### config.mk
export PLATFORM = sky130hd
export DESIGN_NAME = pfq_top
export DESIGN_NICKNAME = d
export VERILOG_FILES = /design/src/rtl/pfq_pkg.sv /design/src/rtl/pfq_store.sv /design/src/rtl/pfq_fetch.sv /design/src/rtl/pfq_status.sv /design/src/rtl/pfq_top.sv
export SDC_FILE = /design/constraint.sdc
export NUM_CORES = 1
export LEC_CHECK = 0
export BUFFER_PORTS_ARGS = -buffer_cell sky130_fd_sc_hd__clkbuf_2
export CAP_MARGIN = 30
export CORE_AREA = 4 4 157 114
export CTS_BUF_LIST = sky130_fd_sc_hd__clkbuf_16
export DETAILED_ROUTE_END_ITERATION = 10
export DIE_AREA = 0 0 161 118
export GPL_ROUTABILITY_DRIVEN = 0
export PLACE_DENSITY = 0.59
export SYNTH_ARGS = -nofsm -noshare
export SYNTH_HDL_FRONTEND = slang
export SYNTH_HIERARCHICAL = 1
export SYNTH_SLANG_ARGS = --single-unit
### constraint.sdc
create_clock -name clk -period 4.25 [get_ports clk]
set_clock_uncertainty 0.15 [all_clocks]
set_input_delay 0.425 -clock clk [delete_from_list [all_inputs] [get_ports clk]]
set_output_delay 0.425 -clock clk [all_outputs]
set_load 0.01 [all_outputs]
### src/rtl/pfq_pkg.sv
package pfq_pkg;
    typedef enum logic [1:0] {
        QS_NONE  = 2'b00,
        QS_FIRST = 2'b01,
        QS_FLUSH = 2'b10,
        QS_NEXT  = 2'b11
    } qs_e;

    typedef enum logic [1:0] {
        F_IDLE,
        F_REQ,
        F_HOLD1,
        F_HOLD2
    } fst_e;
endpackage

### src/rtl/pfq_store.sv
module pfq_store #(
    parameter int DEPTH = 6,
    parameter int CNT_W = 3
) (
    input  logic               clk,
    input  logic               rst_n,
    input  logic [8*DEPTH-1:0] init_data,
    input  logic [CNT_W-1:0]   init_cnt,
    input  logic               clr,
    input  logic               pop,
    input  logic               push_a,
    input  logic               push_b,
    input  logic [7:0]         byte_a,
    input  logic [7:0]         byte_b,
    output logic [7:0]         head,
    output logic [CNT_W-1:0]   count
);
    logic [7:0]       slot     [DEPTH];
    logic [7:0]       slot_nxt [DEPTH];
    logic [CNT_W-1:0] base;
    logic [CNT_W-1:0] base_b;

    assign base   = count - {{(CNT_W-1){1'b0}}, pop};
    assign base_b = base + {{(CNT_W-1){1'b0}}, 1'b1};
    assign head   = slot[0];

    for (genvar i = 0; i < DEPTH; i++) begin : g_slot
        logic [7:0] shifted;
        if (i < DEPTH - 1) begin : g_mid
            assign shifted = pop ? slot[i+1] : slot[i];
        end else begin : g_last
            assign shifted = pop ? 8'h00 : slot[i];
        end

        always_comb begin
            slot_nxt[i] = shifted;
            if (push_a && base == CNT_W'(i)) begin
                slot_nxt[i] = byte_a;
            end else if (push_b && base_b == CNT_W'(i)) begin
                slot_nxt[i] = byte_b;
            end
        end

        always_ff @(posedge clk) begin
            if (!rst_n) begin
                slot[i] <= init_data[8*i +: 8];
            end else begin
                slot[i] <= slot_nxt[i];
            end
        end
    end

    always_ff @(posedge clk) begin
        if (!rst_n) begin
            count <= init_cnt;
        end else if (clr) begin
            count <= '0;
        end else begin
            count <= base + CNT_W'(push_a) + CNT_W'(push_b);
        end
    end
endmodule

### src/rtl/pfq_fetch.sv
module pfq_fetch
    import pfq_pkg::*;
#(
    parameter int ADDR_W = 20,
    parameter int DEPTH  = 6,
    parameter int CNT_W  = 3
) (
    input  logic              clk,
    input  logic              rst_n,
    input  logic [ADDR_W-1:0] init_ptr,
    input  logic [CNT_W-1:0]  init_cnt,
    input  logic [CNT_W-1:0]  count,
    input  logic              pop_ok,
    input  logic              flush,
    input  logic [ADDR_W-1:0] flush_ptr,
    input  logic              fetch_ack,
    output logic              fetch_req,
    output logic [ADDR_W-1:0] fetch_addr,
    output logic              push_a,
    output logic              push_b
);
    localparam logic [CNT_W-1:0] CAP_EVEN = CNT_W'(DEPTH);
    localparam logic [CNT_W-1:0] CAP_ODD  = CNT_W'(DEPTH - 1);
    localparam logic [CNT_W-1:0] ROOM_MAX = CNT_W'(DEPTH - 2);

    fst_e              state, state_nxt;
    logic [ADDR_W-1:0] ptr;
    logic              room;
    logic              from_full;
    logic              take;

    assign room      = count <= ROOM_MAX;
    assign from_full = pop_ok && (count == (ptr[0] ? CAP_ODD : CAP_EVEN));
    assign take      = (state == F_REQ) && fetch_ack && !flush;

    always_comb begin
        state_nxt = state;
        if (flush) begin
            state_nxt = F_IDLE;
        end else begin
            unique case (state)
                F_IDLE:  state_nxt = from_full ? F_HOLD1 : (room ? F_REQ : F_IDLE);
                F_REQ:   state_nxt = fetch_ack ? F_IDLE : F_REQ;
                F_HOLD1: state_nxt = F_HOLD2;
                F_HOLD2: state_nxt = room ? F_REQ : F_IDLE;
                default: state_nxt = F_IDLE;
            endcase
        end
    end

    always_ff @(posedge clk) begin
        if (!rst_n) begin
            state <= F_IDLE;
            ptr   <= init_ptr + ADDR_W'(init_cnt);
        end else begin
            state <= state_nxt;
            if (flush) begin
                ptr <= flush_ptr;
            end else if (take) begin
                ptr <= ptr + (ptr[0] ? ADDR_W'(1) : ADDR_W'(2));
            end
        end
    end

    always_comb begin
        fetch_req  = (state == F_REQ);
        fetch_addr = ptr;
        push_a     = take;
        push_b     = take && !ptr[0];
    end
endmodule

### src/rtl/pfq_status.sv
module pfq_status
    import pfq_pkg::*;
(
    input  logic       clk,
    input  logic       rst_n,
    input  logic       flush,
    input  logic       pop_ok,
    input  logic       pop_first,
    input  logic [7:0] head,
    output logic [1:0] qs,
    output logic [7:0] qs_byte
);
    qs_e        code_nxt;
    logic [7:0] byte_nxt;

    always_comb begin
        code_nxt = QS_NONE;
        byte_nxt = 8'h00;
        if (flush) begin
            code_nxt = QS_FLUSH;
        end else if (pop_ok) begin
            code_nxt = pop_first ? QS_FIRST : QS_NEXT;
            byte_nxt = head;
        end
    end

    always_ff @(posedge clk) begin
        if (!rst_n) begin
            qs      <= QS_NONE;
            qs_byte <= 8'h00;
        end else begin
            qs      <= code_nxt;
            qs_byte <= byte_nxt;
        end
    end
endmodule

### src/rtl/pfq_top.sv
module pfq_top #(
    parameter int ADDR_W = 20,
    parameter int DEPTH  = 6,
    localparam int CNT_W = $clog2(DEPTH + 1)
) (
    input  logic               clk,
    input  logic               rst_n,
    input  logic [8*DEPTH-1:0] init_data,
    input  logic [CNT_W-1:0]   init_count,
    input  logic [ADDR_W-1:0]  init_ptr,
    input  logic               flush,
    input  logic [ADDR_W-1:0]  flush_ptr,
    input  logic               pop_first,
    input  logic               pop_next,
    output logic               pop_ready,
    output logic [7:0]         head_byte,
    output logic               fetch_req,
    output logic [ADDR_W-1:0]  fetch_addr,
    input  logic               fetch_ack,
    input  logic [15:0]        fetch_data,
    output logic [1:0]         qs,
    output logic [7:0]         qs_byte
);
    logic [CNT_W-1:0] init_cnt_c;
    logic [CNT_W-1:0] q_count;
    logic             pop_ok;
    logic             push_a;
    logic             push_b;
    logic [7:0]       byte_a;

    assign init_cnt_c = (init_count > CNT_W'(DEPTH)) ? CNT_W'(DEPTH) : init_count;
    assign pop_ready  = q_count != '0;
    assign pop_ok     = (pop_first || pop_next) && pop_ready && !flush;
    assign byte_a     = fetch_addr[0] ? fetch_data[15:8] : fetch_data[7:0];

    pfq_store #(.DEPTH(DEPTH), .CNT_W(CNT_W)) u_store (
        .clk       (clk),
        .rst_n     (rst_n),
        .init_data (init_data),
        .init_cnt  (init_cnt_c),
        .clr       (flush),
        .pop       (pop_ok),
        .push_a    (push_a),
        .push_b    (push_b),
        .byte_a    (byte_a),
        .byte_b    (fetch_data[15:8]),
        .head      (head_byte),
        .count     (q_count)
    );

    pfq_fetch #(.ADDR_W(ADDR_W), .DEPTH(DEPTH), .CNT_W(CNT_W)) u_fetch (
        .clk        (clk),
        .rst_n      (rst_n),
        .init_ptr   (init_ptr),
        .init_cnt   (init_cnt_c),
        .count      (q_count),
        .pop_ok     (pop_ok),
        .flush      (flush),
        .flush_ptr  (flush_ptr),
        .fetch_ack  (fetch_ack),
        .fetch_req  (fetch_req),
        .fetch_addr (fetch_addr),
        .push_a     (push_a),
        .push_b     (push_b)
    );

    pfq_status u_status (
        .clk       (clk),
        .rst_n     (rst_n),
        .flush     (flush),
        .pop_ok    (pop_ok),
        .pop_first (pop_first),
        .head      (head_byte),
        .qs        (qs),
        .qs_byte   (qs_byte)
    );
endmodule

==> impl.org, run 1 <==
** Floorplanning
- Die outline area :: around 0.019 mm^2
- Measured along the x axis, the die boundary spans 161 um.
- The initial utilization of the core area, before any placement, comes to a little over a third.
- Number of core rows :: 39
- From bottom edge to top edge, the die measures roughly 120 um.
- between 150 and 200 I/O pins were placed.
- The total area inside the core boundary comes to ~0.016 mm^2.

** Detailed routing
- Drt wl/cell :: around 19 um
- Final antenna-violating net count :: 0
- Total number of vias :: slightly below 5000
- Drt initial violations :: 480
- The first TritonRoute pass finished after 5 iterations.
- Dividing the detail-routed via count by the number of cells gives between 5 and 6.
- Post-detailed-route DRC marker count :: 0
- Sum of routed wire length over all layers :: around 17000 um

** Status
- Run status :: complete, no violations

** Critical path
- Startpoint-to-endpoint class of the critical path :: register to register
- Among all stages on the critical path, the largest delay is contributed by nor4b_4.
- Walking the worst path, the cells encountered are nor3_1 -> nor3_1 -> ha_1 -> ha_1 -> xor2_2 -> inv_2 -> ha_1 -> nor4b_4 -> nand3b_1.
- Endpoint required time on the critical path :: approximately 4100 ps
- Sort of element at the end of the critical path :: register
- For this run, the slowest stage of the critical path takes around 730 ps.
- CP max FO :: 9
- The worst setup path is launched from a register.
- WP data arrival :: around 3600 ps
- FF-to-FF path depth :: 9
- Cell repeated most along the worst path :: ha_1

** STA
- The count of final max-slew check failures came to 0.
- The hold violation total from the final report was 0.
- At the pin with the least slew margin, the transition time is ~1200 ps.
- Final setup vio count :: 0
- Measured against its own limit, the worst slew margin works out to 23.17%.
- RSZ-0062 raised after global routing :: false
- Min Tclk post-route :: ~3700 ps
- After layout, the worst path uses about 87% of the clock period.
- After routing, the total negative slack on setup checks comes to 0 ps.
- Derived from the worst setup path, the maximum achievable clock frequency is between 200 and 300 MHz.
- Worst path setup slack after routing :: between 500 and 600 ps

** Power
- Cell internal power was estimated by the tool at about 0.0016 W.
- Fraction of power spent switching nets :: ~30%
- Worst supply voltage drop on vdd :: 0.1584 mV
- Of the total power, registers draw 45.2%.
- Cell Pwr Density :: ~340 mW/mm^2
- Summed over all cells, the static leakage comes to approximately 2.9 nW.
- Clock power share :: between 30% and 40%
- For this design the total switching power over the nets is roughly 0.00069 W.
- Gate power share :: a little under a quarter
- Power comes to approximately 0.0023 W.

** Clock tree
- CTS tree :: yes
- Number of setup buffers added after CTS :: 0
- Quantity of gates resized following cts :: 0
- The clock passes through at most 2 buffers.
- Counting the buffers created by CTS gives 9.
- Count of hold buffers inserted by post-cts repair :: 0
- Clock tree synthesis selected as its root buffer the cell clkbuf_16.
- Clock latency reported for the late side of the worst-skew pair :: 340 ps
- After clock tree synthesis, the clock-pin slew on the worst setup and hold paths is approximately 60 ps.
- The clock net in this run drives a total of a little over 80 sinks.
- H-Tree Level Count :: 3

** Yosys
- In this run, synthesis inferred between 60 and 70 flip-flops with an integrated enable.
- The average instance in the mapped netlist occupies 10.53 um^2.
- Synthesis inferred 83 register bits.
- Seq/Total Area, Yosys :: a little over 40%
- The synthesized design devotes to its leading area cell type 36.11% of total area.
- Number of distinct library cells after synthesis :: ~70
- After synthesis, the share of flip-flops with an asynchronous set or reset is 0%.
- Synthesis produced a netlist whose cell count is between 500 and 600.
- Most frequent cells after synthesis :: 68 x edfxtp_1, 45 x nand2b_1, 43 x mux2i_1, 40 x o221ai_1, 35 x nand2_1
- edfxtp_1 takes more of the synthesized area than any other cell.
- The number of nets in the synthesized netlist is 660.
- Most instantiated library cell after synthesis :: edfxtp_1
- The Yosys step of the flow raised 6 warnings.
- Top flip-flop cell by instance count after synthesis :: edfxtp_1
- Summing every instance area after synthesis gives approximately 0.0057 mm^2.
- Top cells by area in the synthesized netlist :: edfxtp_1 36%, mux2i_1 7.6%, o221ai_1 6.2%

** Placement
- In this run the cell area measured after placement is 0.006545 mm^2.
- OpenSTA, run right after detailed placement, puts the worst setup slack at about 550 ps.
- After detailed placement, the design holds a cell count of roughly 900.
- Port buffering added approximately 150 buffers.
- After legalization and detailed placement, the total HPWL measured around 13000 um.

** Min path
- Number of cells on the worst hold path :: 3
- Class of the worst hold path :: input port to register

** Global routing
- For this run, the total global-route usage over all layers was measured as ~18%.
- Number of antenna violations at the first check in global routing :: 0
- Wire length of the first global-routing pass :: around 27000 um
- Entering global routing, the biggest net connects ~90 pins.
- The via count of the first global-routing pass is a little under 5000.
- Overflow left after global routing :: 0

** Layout
- Fin area :: ~0.0068 mm^2
- Summing all multi-input logic gate instances after layout gives roughly 0.003 mm^2.
- Cells with a size suffix above 1 make up 30.93% of the layout.
- Summing all flip-flop and latch instances after layout gives approximately 0.0023 mm^2.
- Final Non-Filler Cells :: roughly 900
- The number of antenna diodes in the final layout is 0.
- The net count of the finished layout is approximately 800.
- Filler cell count :: 1600
- Relative to the synthesized area, the layout overhead comes to 21.11%.

** Flow run
- Across the run, the number of max-cap violations was 0.
routing by layer:
layer / share of wire (%) / track usage [%] / wire length [um]
met1: 48 / 26.15 / 8127
met2: 43 / 25.82 / 7351
met3: 8.2 / 4.200 / 1402
met4: 1.1 / 3.729 / 193
met5: 0 / 0 / 0
worst max-delay path, delay by kind of cell (launching register included):
family,cells,cell delay (ps)
xor gates and xnor gates,1,190
adders and majority gates,3,840
buffers and inverters,1,110
DFF,1,400
and+or+nand+nor,4,1660
flip-flops by register name (all words and copies together) (netlist names):
name	flops
u_fetch/state	2
u_store/count	3
u_fetch/fetch_addr	20
u_store/slot	48
u_status/qs_byte	8
u_status/qs	2
through the flow:
| stage | util, % | hold slack (ps) |
|---|---|---|
| after floorplan | - | 266.1 |
| after global placement | 40.37 | 274.8 |
| after detailed placement | 40.40 | 289.7 |
| after CTS | 42.18 | 206.1 |
| after global routing | 42.27 | 234.5 |
| final | 42.27 | 232.5 |
logic make-up after synthesis:
group / count (synthesis) / share of synthesized area (%)
and+or+nand+nor: 194 / 20.96
DFF: 83 / 41.43
buffers and inverters: 50 / 4.625
xor gates and xnor gates: 32 / 5.090
muxes: 51 / 9.737
adders and majority gates: 10 / 2.479
AOI/OAI and AO/OA: 117 / 15.69
final timing paths:
check	startpoint	to	slack (ps)
worst max-delay path	u_store/count[2]	u_store/slot[4][2]	550
worst max register to register	u_store/count[2]	u_store/slot[4][2]	550
worst min-delay path	init_count[2]	u_store/count[2]	230
worst min register to register	u_fetch/state[0]	u_fetch/state[1]	290
layout by cell type, fill, tap and decap left out, types with 3 or more instances in the layout:
| cell type | Yosys | final |
|---|---|---|
| edfxtp_1 | 68 | 68 |
| nor2_1 | 27 | 27 |
| nand3b_1 | 6 | 6 |
| mux2_4 | 8 | 8 |
| ha_1 | 8 | 8 |
| mux2i_1 | 43 | 43 |
| buf_4 | 3 | 6 |
| a31oi_1 | 4 | 4 |
| o21ai_0 | 15 | 15 |
| nand2b_1 | 45 | 45 |
| a21oi_1 | 13 | 13 |
| nand3_1 | 12 | 12 |
| clkbuf_16 | 0 | 10 |
| and2_4 | 8 | 8 |
| o211ai_1 | 7 | 7 |
| clkbuf_2 | 0 | 151 |
| o2111ai_1 | 3 | 3 |
| a32oi_1 | 8 | 8 |
| nand4_1 | 10 | 10 |
| nand2_1 | 35 | 35 |
| inv_1 | 15 | 16 |
| nor3_1 | 11 | 11 |
| o22ai_1 | 8 | 8 |
| and4_1 | 3 | 3 |
| nand4b_1 | 3 | 3 |
| dfxtp_1 | 15 | 15 |
| xnor2_1 | 15 | 15 |
| nor2b_1 | 10 | 10 |
| xor2_1 | 16 | 16 |
| o221ai_1 | 40 | 40 |
layout make-up:
class / instances / area share, %
timing repair buffer: 160 / 12.06
multi-input combinational: 404 / 44.55
clock inverter: 6 / 0.5481
tap: 225 / 4.111
inverter: 16 / 0.8770
clock buffer: 10 / 3.654
sequential: 83 / 34.20
power by group through the flow:
stage	sequential (W)	combinational [W]	clock, W
final	0.00105	0.000528	0.000751
after global placement	0.00107	0.000509	0
after floorplan	0.00107	0.000321	0
after global routing	0.00106	0.000579	0.000810
after CTS	0.00105	0.000523	0.000780
after detailed placement	0.00107	0.000520	0
Note: power is estimated with default switching activity, not from simulation.
==> inputs of run 2 (changes only) <==
- CELL_PAD_IN_SITES_DETAIL_PLACEMENT: not set -> 0
- CELL_PAD_IN_SITES_GLOBAL_PLACEMENT: not set -> 1
- CORE_AREA: 4 4 157 114 -> 2 2 155 112
- DIE_AREA: 0 0 161 118 -> 0 0 157 114
- PLACE_DENSITY: 0.59 -> 0.73
==> run 2 against run 1 <==
Clock power rose by 4.5%; via count fell by 2.0%; worst setup slack got worse by 15 ps.
==> impl.org, run 2 (synthesis gave the netlist of run 1 again) <==
** STA
- The peak clock frequency supported by timing is 268.9 MHz (-0.40%).
- Total count of hold-check failures in the final report :: 0 (unchanged)
- The transition time at the pin with the least slew margin was 955.5 ps (-196.8 ps).
- Portion of the clock cycle consumed by the worst path in the final layout :: 87.49% (+0.35 points)
- Hold slack final :: 228.9 ps (-3.543 ps)
- Relative max-transition margin :: 36.14% (+13 points)
- Min Tclk post-route :: 3718 ps (+14.99 ps)
- The total setup violations reported at the end of the flow is 0 (unchanged).
- Setup repair after global routing left no endpoint under its margin.
- Final TNS setup :: 0 ps (unchanged)
- Max Slew Vio Count :: 0 (unchanged)

** Layout
- The fraction of final layout cells sized beyond drive strength 1 is 31.08% (+0.15 points).
- Area added between synthesis and finish :: 21.31%
- Biggest register :: u_store/slot
- The final antenna diode count is 0 (unchanged).
- Utilization after layout :: 41.40% (-0.86 points)
- Flip-flop count of the largest register, all copies and words added :: 48 (unchanged)
- In the layout the commonest cells are 151 x clkbuf_2, 68 x edfxtp_1, 45 x nand2b_1, 43 x mux2i_1, 40 x o221ai_1.
- The post-layout net count is 797 (unchanged).
- Leaving out fill and tap cells, the most frequent cell in the layout is clkbuf_2.

** Power
- The cell internal power dissipation was 0.001651 W (+0.63%).
- Switching power summed over all nets :: 0.0007165 W (+3.7%)
- The areal power density over the cells was 345.2 mW/mm^2 (+1.4%).
- The relative contribution of the clock network to total power was 33.1% (+0.9 points).
- The part of the total power dissipated in sequential elements is 44.5% (-0.7 points).
- The maximum resistive drop on vdd came to 0.1756 mV (+11%).
- The combinational fraction of design power was 22.3% (-0.3 points).
- Static Leak :: 2.850 nW (about the same)
- Fraction of power spent switching nets :: 30.26% (+0.62 points)

** Critical path
- CP max FO :: 9 (unchanged)
- The register-to-register setup slack is 530 ps (about the same).
- Worst flop-to-flop path endpoint :: u_store/slot[4][0]
- The data arrival time of the critical path is 3580 ps (+30 ps).
- Endpoint required time on the critical path :: 4110 ps (+20 ps)
- The startpoint identified for the worst register-to-register timing path is u_store/count[1].
- Sort of element at the end of the critical path :: register
- Startpoint types :: register
- The logic depth of the worst register-to-register path is 10 (+1).
- The setup path with the least slack is of type register to register.

** Clock tree
- Clock buffers created by TritonCTS :: 9 (unchanged)
- The clock net sink count came to 83 (unchanged).
- The number of hold buffers added after cts came to 0 (unchanged).
- The number of H-tree levels came to 3 (unchanged).
- The cell sitting at the root of the clock tree is a clkbuf_16.
- The clock latency at the later pin of the worst-skew pair was 350 ps (about the same).
- Number of buffers on the longest clock path :: 2 (unchanged)
- CTS tree :: yes
- Quantity of gates resized following cts :: 0 (unchanged)
- The clock-pin slew on the worst setup and hold paths came to 60 ps (about the same).
- The post-CTS setup-driven buffer insertion count came to 0 (unchanged).

** Global routing
- Met2 usage :: 26.26% (+0.44 points)
- Via count of the first global-routing pass :: 4550 (-6.0%)
- The largest net degree at the start of global routing came to 72 (-18%).
- Wire length of the first global-routing pass :: 25220 um (-5.4%)
- The met1 layer usage reported by global route is 28.04% (+1.9 points).
- Met3 Usage GRT :: 5.053% (+0.85 points)
- met1 is the most crowded layer.
- Number of antenna violations at the first check in global routing :: 0 (unchanged)
- The total congestion overflow after global routing came to 0 (unchanged).
- GRT Resource Usage Total :: 18.59% (+1.0 points)

** Flow run
- The max capacitance violation total is 0 (unchanged).

** Floorplanning
- Initial standard-cell utilization of the core :: 34.13% (-0.77 points)
- Floorplan Core Area :: 0.01657 mm^2 (+2.3%)
- Y dimension of the die :: 114 um (-3.4%)
- The die outline area is 0.01790 mm^2 (-5.8%).
- The die outline width came to 157 um (-2.5%).
- The I/O pin count was 153 (unchanged).
- The row count is 40 (+2.6%).

** Min path
- The number of cells on the worst hold path was 3 (unchanged).
- Worst Min Path Start :: init_data[11]
- Class of the worst hold path :: input port to register
- The worst hold path terminates at u_store/slot[1][3].

** Placement
- HPWL reported at the end of detailed placement :: 13080 um (-2.1%)
- Quantity of I/O buffers inserted on ports :: 152 (unchanged)

** Detailed routing
- Total number of vias :: 4815 (-2.0%)
- Drt initial violations :: 533 (+11%)
- The number of DRC violations after detailed routing was 0 (unchanged).
- Final antenna-violating net count :: 0 (unchanged)
- The overall routed net length was 16580 um (-2.9%).
- Pre-antenna DRT Iters :: 5 (unchanged)
- Via/cell ratio :: 5.291 (-2.6%)
- The routed length per placed instance came to 18.22 um (-3.5%).

** Status
- Run status :: complete, no violations
## run 2: cell types whose count changed in the layout (fill, tap and decap cells not counted)
cell / before / now
buf_4: 6 / 7
buf_8: 1 / 0
clkinv_2: 2 / 1
clkinv_4: 1 / 0
inv_1: 16 / 15
inv_6: 1 / 3
inv_8: 0 / 1
## run 2: power by group through the flow
| stage | sequential, W | clock, W | combinational (W) |
|---|---|---|---|
| floorplan | 0.00107 | 0 | 0.000321 |
| finish | 0.00105 | 0.000785 | 0.000529 |
| detailed placement | 0.00107 | 0 | 0.000522 |
| global placement | 0.00107 | 0 | 0.000513 |
| CTS | 0.00105 | 0.000802 | 0.000526 |
| global route | 0.00106 | 0.000835 | 0.000580 |
## run 2: how the worst max path moves through the flow
stage                      from                  to  slack (ps)  depth (start not counted)
6_report       u_store/count[1]  u_store/slot[4][0]         530                         10
5_1_grt        u_store/count[1]  u_store/slot[4][0]         270                         10
4_1_cts        u_store/count[1]  u_store/slot[4][0]         490                         10
3_5_place_dp   u_store/count[1]  u_store/slot[4][2]         510                         10
3_3_place_gp   u_store/count[1]  u_store/slot[4][5]         620                         10
2_1_floorplan  u_store/count[2]  u_store/slot[5][0]         990                         11
## run 2: cell type report
class,instances,area [um^2]
Timing Repair Buffer,160,818.3
Inverter,16,60.06
Clock buffer,10,250.2
Tap cell,231,289.0
Multi-Input combinational cell,404,3050
Sequential cell,83,2342
Clock inverter,6,48.80
Fill cell,1660,9707
## run 2: metrics by stage
step	instance area, um^2	instances	setup WS (ps)	power, W
2_1_floorplan	5654	537	993.9	0.001388
3_3_place_gp	6555	893	618.1	0.001581
3_5_place_dp	6560	894	513.2	0.001594
4_1_cts	6859	910	486.3	0.002382
5_1_grt	6859	910	269.7	0.002478
6_report	6859	910	531.6	0.002368
## run 2: critical path, cell delays in order (launching register included)
cell      delay [ps]
dfxtp_1          340
nor3_1           400
nor3_1           100
buf_4            170
ha_1             190
ha_1             220
xor2_2           200
inv_2            110
ha_1             400
nor4b_4          700
nand3b_1         400
## run 2: layer usage
layer	vias up	wire length, um	share of wire, %
met3	22	1292	7.8
met4	0	234	1.4
met1	2287	8082	49
li1	2320	-	-
met2	186	6973	42
met5	-	0	0
==> inputs of run 3 (changes only) <==
- CAP_MARGIN: 30 -> not set
- PLACE_DENSITY: 0.73 -> 0.76
- clock period: 4.25 -> 3.4 ns (I/O delays scaled with it)
==> run 3 against run 2 <==
Design area up 1.3%; final cell count rose by 0.88%; power is 25% higher; hold slack got worse by 82 ps; critical path depth rose by 1; global-route usage decreased by 0.11 points; clock power rose by 26%; largest cell class unchanged; largest power group unchanged; sequential power is 25% higher; register-to-register slack got worse by 340 ps; count of clock-buffer cells in the layout unchanged; critical endpoint is now u_store/slot[4][3].
==> impl.org, run 3 (synthesis gave the netlist of run 1 again) <==
** Status
- Run status :: complete, no violations

** Floorplanning
- Y dimension of the die :: 114 um (unchanged)
- The row count came to 40 (unchanged).
- Initial standard-cell utilization of the core :: 34.13% (unchanged)
- Die width :: 157 um (unchanged)
- The core box area came to 0.01657 mm^2 (unchanged).
- The I/O pin count was 153 (unchanged).
- The die outline area is 0.01790 mm^2 (unchanged).

** Layout
- Commonest cells after routing, fill and taps aside :: 151 x clkbuf_2, 68 x edfxtp_1, 45 x nand2b_1, 43 x mux2i_1, 40 x o221ai_1
- Number of diodes added for antenna fixing :: 0 (unchanged)
- Utilization after layout :: 41.95% (+0.54 points)
- Layout cell share with drive strength beyond 1 :: 32.17% (+1.1 points)
- Biggest register :: u_store/slot
- Flip-flop count of the largest register, all copies and words added :: 48 (unchanged)
- Number of nets in the layout :: 805 (+1.0%)
- Area added between synthesis and finish :: 22.90%
- The library cell used most frequently in the layout, excluding fill and tap cells, is clkbuf_2.

** STA
- The part of the cycle the worst path needs is 94.41% (+6.9 points).
- Worst path setup slack after routing :: 190.1 ps (-341.5 ps)
- Setup repair after global routing left no endpoint under its margin.
- Final TNS setup :: 0 ps (unchanged)
- The count of final max-slew check failures came to 0 (unchanged).
- The total setup violations reported at the end of the flow was 0 (unchanged).
- The hold violation total from the final report is 0 (unchanged).
- Tightest Pin Transition :: 967.5 ps (+12.01 ps)
- Achievable frequency :: 311.5 MHz (+16%)
- Min Tclk post-route :: 3210 ps (-508.5 ps)
- The worst slew margin relative to its limit came to 35.34% (-0.80 points).

** Power
- The leakage component of the power was 2.897 nW (+1.6%).
- Switching power summed over all nets :: 0.0008985 W (+25%)
- The combinational fraction of design power came to 22.6% (+0.3 points).
- Cell Pwr Density :: 427.5 mW/mm^2 (+24%)
- The total power after layout is 0.002971 W (+25%).
- Fraction of power spent switching nets :: 30.25% (about the same)
- The relative contribution of the clock network to total power was 33.3% (+0.2 points).
- The maximum resistive drop on vdd is 0.2026 mV (+15%).
- Int Pwr :: 0.002072 W (+25%)
- The part of the total power dissipated in sequential elements came to 44.1% (-0.4 points).

** Clock tree
- Clock buffers created by TritonCTS :: 9 (unchanged)
- CTS tree :: yes
- H-Tree Level Count :: 3 (unchanged)
- # clock sinks :: 83 (unchanged)
- Cell at the root of the clock tree :: clkbuf_16
- Number of buffers on the longest clock path :: 2 (unchanged)
- Clock transition at the registers of the reported paths :: 70 ps (about the same)
- Count of hold buffers inserted by post-cts repair :: 0 (unchanged)
- Clock latency reported for the late side of the worst-skew pair :: 350 ps (about the same)

** Global routing
- Via count of the first global-routing pass :: 4537 (-0.29%)
- The total congestion overflow after global routing was 0 (unchanged).
- Maximum number of pins on one net before global-route repair :: 110 (+53%)
- The number of antenna violations at the first check in global routing was 0 (unchanged).
- The global router's overall resource usage was 18.48% (-0.11 points).
- The global-route wire length before repair is 25140 um (-0.30%).

** Detailed routing
- The wire length on met1 came to 7763 um (-3.9%).
- The number of DRC markers after the initial detailed-route iteration came to 511 (-4.1%).
- Total number of vias :: 4867 (+1.1%)
- Via/cell ratio :: 5.302 (+0.20%)
- The wire length on met3 came to 1279 um (-1.0%).
- Post-detailed-route DRC marker count :: 0 (unchanged)
- Pre-antenna DRT Iters :: 7 (+2)
- The routed length per placed instance came to 18.06 um (-0.91%).
- The overall routed net length was 16580 um (about the same).
- In this run the top signal layer used is met4.
- The met2 wirelength from detailed routing came to 7243 um (+3.9%).
- Final antenna-violating net count :: 0 (unchanged)

** Critical path
- Endpoint required time on the critical path :: 3320 ps (-790 ps)
- Sort of element at the end of the critical path :: register
- The worst setup path is launched from a register.
- CP max FO :: 9 (unchanged)
- The critical path is of the register to register type.
- WP data arrival :: 3130 ps (-450 ps)

** Flow run
- Max-cap viol count :: 0 (unchanged)

** Placement
- HPWL reported at the end of detailed placement :: 13010 um (-0.55%)
- The number of port buffers is 152 (unchanged).
- The pre-CTS setup slack was 26.17 ps (-487.0 ps).

** Min path
- In this run the worst hold path is classified as input port to register.
==> run 3: cell count changes in the layout (fill, tap and decap cells not counted), sizes merged <==
cell,change
buf,+8
clkinvlp,+1
inv,-1
==> run 3: what timing repair did <==
| action | 4_1_cts | 5_1_grt |
|---|---|---|
| resized for setup | 1 | 1 |
| pin swaps | 0 | 2 |
| cloned | 0 | 0 |
| endpoints found under the setup margin | 6 | 32 |
| buffers inserted | 0 | 2 |
==> run 3: final timing paths <==
path | start | endpoint | slack (ps) | cells past startpoint
hold / removal | init_data[5] | u_store/slot[0][5] | 150 | 3
setup reg to reg | u_store/count[1] | u_store/slot[4][3] | 190 | 11
hold reg to reg | u_fetch/state[0] | u_fetch/state[1] | 310 | 1
setup / recovery | u_store/count[1] | u_store/slot[4][3] | 190 | 11
==> run 3: layout make-up <==
class / count / area (um^2)
Inverter: 16 / 60.06
Clock inverter: 6 / 53.80
Sequential cell: 83 / 2342
Tap cell: 231 / 289.0
Timing Repair Buffer: 168 / 893.4
Clock buffer: 10 / 250.2
Multi-Input combinational cell: 404 / 3060
Fill cell: 1619 / 9617
==> run 3: worst max-delay path: stages, from the launching register on <==
cell      delay [ps]
dfxtp_1          350
nor3_1           270
nor3_1           100
ha_1             220
ha_1             210
xor2_2           200
inv_2            110
ha_1             410
nor4b_4          280
buf_4            230
mux2i_1          270
o221ai_1         140
==> run 3: metrics by stage <==
stage               instances  hold slack (ps)  cell area [um^2]
CTS                       916            137.5              6929
global placement          900            276.4              6620
finish                    918            146.6              6949
global route              918            148.2              6949
floorplan                 537            266.1              5654
detailed placement        900            288.0              6620
==> run 3: power groups by stage <==
stage / Clock (W) / Sequential [W] / Combinational (W)
after floorplan: 0 / 0.00133 / 0.000402
after global placement: 0 / 0.00133 / 0.000650
after detailed placement: 0 / 0.00133 / 0.000665
after CTS: 0.00102 / 0.00131 / 0.000669
after global routing: 0.00106 / 0.00132 / 0.000734
final: 0.000989 / 0.00131 / 0.000672
==> run 3: layer usage <==
layer	vias up	track usage, %
met3	21	3.381
met4	0	5.810
li1	2338	-
met2	212	26.43
met1	2296	27.99
met5	-	0
